--- src/rtl/svs_pkg.sv ---
package svs_pkg;
  localparam logic SEC_PLAIN  = 1'b0;
  localparam logic SEC_MARKED = 1'b1;

  // quota the other sector has not filled yet, floored at zero
  function automatic logic [3:0] unused_share(input logic [3:0] quota, input logic [3:0] held);
    return (quota > held) ? quota - held : 4'd0;
  endfunction
endpackage

--- src/rtl/svs_lowest_pick.sv ---
module svs_lowest_pick #(
  parameter int N     = 12,
  parameter int IDX_W = $clog2(N)
) (
  input  logic [N-1:0]     req_i,
  output logic             found_o,
  output logic [IDX_W-1:0] idx_o
);
  always_comb begin
    found_o = |req_i;
    idx_o   = '0;
    for (int i = N - 1; i >= 0; i--) begin
      if (req_i[i]) idx_o = IDX_W'(i);
    end
  end
endmodule

--- src/rtl/svs_popcount.sv ---
module svs_popcount #(
  parameter int N  = 12,
  parameter int CW = $clog2(N + 1)
) (
  input  logic [N-1:0]  vec_i,
  output logic [CW-1:0] cnt_o
);
  always_comb begin
    cnt_o = '0;
    for (int i = 0; i < N; i++) cnt_o = cnt_o + CW'(vec_i[i]);
  end
endmodule

--- src/rtl/svs_mru_next.sv ---
module svs_mru_next #(
  parameter int N = 12
) (
  input  logic [N-1:0] mru_i,
  input  logic [N-1:0] group_i,
  input  logic [N-1:0] way_oh_i,
  output logic [N-1:0] mru_o
);
  logic [N-1:0] set_v;
  always_comb begin
    set_v = mru_i | way_oh_i;
    if ((set_v & group_i) == group_i) mru_o = (set_v & ~group_i) | way_oh_i;
    else                              mru_o = set_v;
  end
endmodule

--- src/rtl/sector_victim_sel.sv ---
module sector_victim_sel #(
  parameter int NUM_WAYS = 12,
  parameter int NUM_SETS = 16,
  parameter int TAG_W    = 10,
  localparam int SET_W   = $clog2(NUM_SETS),
  localparam int WAY_W   = $clog2(NUM_WAYS),
  localparam int CNT_W   = $clog2(NUM_WAYS + 1)
) (
  input  logic             clk_i,
  input  logic             rst_ni,
  input  logic             part_en_i,
  input  logic [CNT_W-1:0] size0_i,
  input  logic [CNT_W-1:0] size1_i,
  input  logic             req_valid_i,
  input  logic [SET_W-1:0] req_set_i,
  input  logic [TAG_W-1:0] req_tag_i,
  input  logic             req_sector_i,
  input  logic             inv_valid_i,
  input  logic [SET_W-1:0] inv_set_i,
  input  logic [WAY_W-1:0] inv_way_i,
  output logic             hit_o,
  output logic [WAY_W-1:0] way_o,
  output logic             evict_valid_o,
  output logic [TAG_W-1:0] evict_tag_o
);
  import svs_pkg::*;

  localparam logic [NUM_WAYS-1:0] ONE_W = {{(NUM_WAYS-1){1'b0}}, 1'b1};

  logic [NUM_WAYS-1:0] valid_q [NUM_SETS];
  logic [NUM_WAYS-1:0] sec_q   [NUM_SETS];
  logic [NUM_WAYS-1:0] mru_q   [NUM_SETS];
  logic [TAG_W-1:0]    tag_q   [NUM_SETS][NUM_WAYS];

  logic [NUM_WAYS-1:0] rd_valid, rd_sec, rd_mru;
  logic [NUM_WAYS-1:0] match_vec, own_mask, oth_mask, inv_mask;
  logic [NUM_WAYS-1:0] lru_pool, lru_clear;
  logic [CNT_W-1:0]    own_cnt, oth_cnt, inv_cnt, quota, oth_quota, unmet;
  logic                hit_found, inv_found, clr_found, pool_found;
  logic [WAY_W-1:0]    hit_idx, inv_idx, clr_idx, pool_idx, victim;
  logic                take_invalid, owner, vic_sec;
  logic [NUM_WAYS-1:0] acc_oh, new_valid, new_sec, new_mru, grp, inv_same;

  assign rd_valid = valid_q[req_set_i];
  assign rd_sec   = sec_q[req_set_i];
  assign rd_mru   = mru_q[req_set_i];

  for (genvar w = 0; w < NUM_WAYS; w++) begin : g_way
    assign match_vec[w] = rd_valid[w] && (tag_q[req_set_i][w] == req_tag_i);
    assign own_mask[w]  = rd_valid[w] && (rd_sec[w] == req_sector_i);
    assign grp[w]       = !part_en_i || (new_valid[w] && (new_sec[w] == owner));
  end

  assign oth_mask = rd_valid & ~own_mask;
  assign inv_mask = ~rd_valid;

  svs_popcount #(.N(NUM_WAYS), .CW(CNT_W)) u_cnt_own (.vec_i(own_mask), .cnt_o(own_cnt));
  svs_popcount #(.N(NUM_WAYS), .CW(CNT_W)) u_cnt_oth (.vec_i(oth_mask), .cnt_o(oth_cnt));
  svs_popcount #(.N(NUM_WAYS), .CW(CNT_W)) u_cnt_inv (.vec_i(inv_mask), .cnt_o(inv_cnt));

  assign quota     = (req_sector_i == SEC_MARKED) ? size1_i : size0_i;
  assign oth_quota = (req_sector_i == SEC_MARKED) ? size0_i : size1_i;
  assign unmet     = CNT_W'(unused_share(4'(oth_quota), 4'(oth_cnt)));

  // grow into a free way unless it would eat the other sector's reservation
  assign take_invalid = inv_found &&
                        (!part_en_i || (own_cnt < quota) || (inv_cnt > unmet) || (own_cnt == '0));

  assign lru_pool  = (part_en_i && own_cnt != '0) ? own_mask : rd_valid;
  assign lru_clear = lru_pool & ~rd_mru;

  svs_lowest_pick #(.N(NUM_WAYS), .IDX_W(WAY_W)) u_pick_hit  (.req_i(match_vec), .found_o(hit_found),  .idx_o(hit_idx));
  svs_lowest_pick #(.N(NUM_WAYS), .IDX_W(WAY_W)) u_pick_inv  (.req_i(inv_mask),  .found_o(inv_found),  .idx_o(inv_idx));
  svs_lowest_pick #(.N(NUM_WAYS), .IDX_W(WAY_W)) u_pick_clr  (.req_i(lru_clear), .found_o(clr_found),  .idx_o(clr_idx));
  svs_lowest_pick #(.N(NUM_WAYS), .IDX_W(WAY_W)) u_pick_pool (.req_i(lru_pool),  .found_o(pool_found), .idx_o(pool_idx));

  always_comb begin
    if (take_invalid)    victim = inv_idx;
    else if (clr_found)  victim = clr_idx;
    else                 victim = pool_idx;
  end

  assign hit_o         = req_valid_i && hit_found;
  assign way_o         = hit_found ? hit_idx : victim;
  assign evict_valid_o = req_valid_i && !hit_found && rd_valid[victim];
  assign evict_tag_o   = tag_q[req_set_i][victim];
  assign vic_sec       = rd_sec[victim];

  assign acc_oh    = ONE_W << way_o;
  assign owner     = hit_found ? rd_sec[hit_idx] : req_sector_i;
  assign new_valid = rd_valid | acc_oh;
  assign new_sec   = hit_found ? rd_sec
                   : ((rd_sec & ~acc_oh) | (req_sector_i ? acc_oh : '0));

  svs_mru_next #(.N(NUM_WAYS)) u_mru (
    .mru_i   (rd_mru),
    .group_i (grp),
    .way_oh_i(acc_oh),
    .mru_o   (new_mru)
  );

  assign inv_same = (inv_valid_i && inv_set_i == req_set_i && 32'(inv_way_i) < NUM_WAYS)
                  ? ((ONE_W << inv_way_i) & ~acc_oh) : '0;

  always_ff @(posedge clk_i or negedge rst_ni) begin
    if (!rst_ni) begin
      for (int s = 0; s < NUM_SETS; s++) begin
        valid_q[s] <= '0;
        sec_q[s]   <= '0;
        mru_q[s]   <= '0;
      end
    end else begin
      if (req_valid_i) begin
        valid_q[req_set_i] <= new_valid & ~inv_same;
        sec_q[req_set_i]   <= new_sec;
        mru_q[req_set_i]   <= new_mru & ~inv_same;
      end
      if (inv_valid_i && 32'(inv_way_i) < NUM_WAYS && !(req_valid_i && inv_set_i == req_set_i)) begin
        valid_q[inv_set_i][inv_way_i] <= 1'b0;
        mru_q[inv_set_i][inv_way_i]   <= 1'b0;
      end
    end
  end

  always_ff @(posedge clk_i) begin
    if (req_valid_i && !hit_found) tag_q[req_set_i][victim] <= req_tag_i;
  end
endmodule

--- config.mk ---
export PLATFORM = sky130hd
export DESIGN_NAME = sector_victim_sel
export DESIGN_NICKNAME = d
export VERILOG_FILES = /design/src/rtl/svs_pkg.sv /design/src/rtl/svs_lowest_pick.sv /design/src/rtl/svs_popcount.sv /design/src/rtl/svs_mru_next.sv /design/src/rtl/sector_victim_sel.sv
export SDC_FILE = /design/constraint.sdc
export NUM_CORES = 2
export LEC_CHECK = 0
export ABC_CLOCK_PERIOD_IN_PS = 20800
export BUFFER_PORTS_ARGS = -buffer_cell sky130_fd_sc_hd__buf_2
export CORE_MARGIN = 3
export CORE_UTILIZATION = 60
export CTS_BUF_LIST = sky130_fd_sc_hd__clkbuf_4
export CTS_CLUSTER_SIZE = 40
export DETAILED_ROUTE_END_ITERATION = 8
export PLACE_DENSITY = 0.81
export SLEW_MARGIN = 0
export SYNTH_ARGS = -nofsm -noshare
export SYNTH_HDL_FRONTEND = slang
export SYNTH_SLANG_ARGS = --single-unit
--- constraint.sdc ---
create_clock -name clk_i -period 20.8 [get_ports clk_i]
set_input_delay 4.16 -clock clk_i [delete_from_list [all_inputs] [get_ports clk_i]]
set_output_delay 4.16 -clock clk_i [all_outputs]
set_load 0.02 [all_outputs]
==> flow_summary.yaml <==
outcome:
  status: "complete, but fails checks"
  violations: "max-capacitance violations, max-slew violations"
floorplanning:
  rows: 159
  ios: 52
  die_x_um: 442
  die_area_mm2: 0.195
  initial_core_util_pct: 60.5
  fp.coreArea_mm2: 0.188
  die_h_um: 442
grt:
  use_met2_pct: 54.1
  grtUsageMet1_pct: 46.2
  grt_pass1_wl_um: 525000
  use_met3_pct: 12.9
  grt_usage_pct: 36.9
  gr-total-overflow: 0
  antenna_found_initial: 20
  grt_pass1_vias: 76600
  grt_max_degree: 161
  top_usage_layer: "met2"
job:
  max-cap-violations: 1
layout:
  nets: 8012
  mostFrequentLayoutCell: "edfxtp_1"
  drive_gt1_share_pct: 24.0
  fill_cells: 12800
  fin_util_pct: 65.2
  area_growth_syn_to_layout_pct: 7.71
  fin_area_mm2: 0.123
  most-common-layout-cells: "1920 x edfxtp_1, 900 x clkbuf_4, 659 x nor2_1"
  fin_cells: 10900
logic_synthesis:
  yosys-top-cells-area: "edfxtp_1 51%, dfrtp_1 13%, mux4_2 10%"
  synth_nets: 7765
  syn_area_mm2: 0.114
  synth_cells: 7683
  synth_top_area_cell: "edfxtp_1"
  ys_ff_latch: 2496
  yosysWarnings: 0
  syn_avg_cell_area_um2: 14.8
  synth_flop_cell: "edfxtp_1"
  synth_top_area_share_pct: 50.6
  synth_cell_types: 133
  synth_edf_count: 1920
  ys_seq_area_share_pct: 63.2
  synthArstFlopShare_pct: 23.1
timing:
  min_period_ns: 19.65
  worst_pin_slew_ns: 1.51
  max_freq_ghz: 0.0509
  slew_viol_final: 11
  fin_crit_sh_pct: 94.5
  relSlewSlack_pct: -1.26
  setup_tns_ns: 0
  hold_violations: 0
  fin_worst_skew_ns: 0.171
  finalSetupViolCount: 0
  rsz0062_at_grt: "no"
placement:
  hpwlAfterDp_um: 225000
  port_buffers: 51
  place_inst: 9801
  placed_area_mm2: 0.115
  gp_congestion: 1.04
detailed_routing:
  vias: 78000
  firstDrtPassIters: 9
  drt_iter0_markers: 12400
  finalWirelength_um: 363000
  remaining_drc_errors: 0
  wl_per_cell_um: 33.4
  viasPerCell: 7.17
  drtAntennaViolNets: 0
worst_setup_path:
  required_ns: 16.64
  path_buf_inv: 5
  crit_type: "input port to primary output"
  worstPathArrival_ns: 15.49
  slowest_delay_ns: 0.82
  cp_slowest_cell: "o211ai_4"
  crit_fanout: 81
  cp_common_cell: "fa_1"
  crit_path_end_kind: "primary output"
  crit_family: "compound AO/OA/AOI/OAI gates"
  critPathLaunchType: "input port"
cts:
  cts_root_buf: "clkbuf_4"
  clkLatencyLatePin_ns: 1.51
  clock-sinks: 2496
  cts_resized: 0
  path_clk_slew_ns: 0.06
  hold_buffers: 0
  clock_path_buffers: 4
  cts_tree: "yes"
  cts_buffers: 622
  post-cts-setup-buffer-count: 0
  cts_max_level: 6
pwr:
  leakage_uw: 0.0430
  ir_worst_vdd_v: 0.000117
  powerDensity_mw_per_mm2: 109
min_path:
  hold_class: "flip-flop to flip-flop"
## metal layers
metal | part of all wire (%) | up-vias
met5 | 0.034 | -
met4 | 8.4 | 10
met3 | 14 | 1717
met2 | 44 | 7029
met1 | 33 | 38200
li1 | - | 31000
## cells by family (layout without fill, tap and decap cells)
kind of cell               after synthesis  count (layout)  share of synthesized area [%]
DFF                                   2496            2496                           63.2
and+or+nand+nor                       1664            1664                           6.46
AOI/OAI and AO/OA                     1561            1561                           9.51
muxes                                 1045            1045                           15.1
buffers and inverters                  696            1372                           3.70
xor gates and xnor gates               175             175                           1.34
adders and majority gates               46              46                          0.650
other                                    0              25                              0
## through the flow
step | hold WS (ns) | total power [uW] | setup WS [ns]
detailed placement | 0.468 | 9320 | 1.55
global placement | 0.456 | 9220 | 1.59
global route | 0.497 | 13900 | 0.674
CTS | 0.481 | 13300 | 1.54
finish | 0.480 | 13400 | 1.15
floorplan | 0.444 | 8240 | 3.63
## state kept, by name, summed over array words and instances, names as in the netlist
signal   cells
mru_q      192
valid_q    192
tag_q     1920
sec_q      192
## path summary, 6_finish.rpt
kind                                        startpoint                endpoint  slack [ns]  depth (start not counted)
worst max-delay path                      req_set_i[3]          evict_tag_o[0]        1.15                         35
worst min register to register  sec_q[122]$_DFFE_PN0P_  sec_q[122]$_DFFE_PN0P_        0.48                          2
min in group asynchronous                       rst_ni    mru_q[163]$_DFF_PN0_        2.85                          1
worst min-delay path            sec_q[122]$_DFFE_PN0P_  sec_q[122]$_DFFE_PN0P_        0.48                          2
worst max register to register    sec_q[0]$_DFFE_PN0P_     mru_q[53]$_DFF_PN0_        7.68                         35
max in group asynchronous                       rst_ni  valid_q[167]$_DFF_PN0_       14.45                          4
## worst reg2reg max path: cells and delay by family (launching register included)
family,cells,cell delay [ns]
fa+ha+maj,8,3.28
flops,1,0.38
simple gates,8,2.07
compound gates,13,4.44
buf+inv,2,0.61
mux,2,1.41
xor+xnor,2,0.70
## cell type report
class                      count  area, um2  share of cell area (%)
tap                         2495       3120                    2.54
sequential                  2496      72100                    58.7
timing repair buffer         251       1970                    1.60
antenna                       25       62.6                  0.0509
multi-input combinational   4491      37900                    30.9
clock buffer                 900       6760                    5.50
inverter                      68        268                   0.218
clock inverter               153        691                   0.562
## synthesized netlist by cell type, drive strengths merged (16+ instances only)
master and instances:
a21o 16, dlygate4sd3 32, a211oi 58, inv 63, o221ai 18, or2 18
nand3 86, mux2i 424, and3 37, o22ai 248, a22oi 120, fa 22
xnor2 166, and2 26, nand4 28, clkbuf 282, mux2 90, ha 24
buf 312, a31oi 64, nand2 605, a221oi 172, dfrtp 576, a311oi 18
nor3 80, o211ai 46, nor2b 26, o21ai 316, edfxtp 1920, a2111oi 16
nor4 17, nor2 663, a21oi 307, nand2b 21, mux4 531
## where the power goes
group / leakage, uW / total (uW) / switching [uW] / internal, uW
combinational: 0.0143 / 3420 / 2240 / 1170
sequential: 0.0242 / 5960 / 206 / 5750
clock: 0.00448 / 4020 / 2000 / 2020
total: 0.0430 / 13400 / 4450 / 8940
Note: power is estimated with default switching activity, not from simulation.
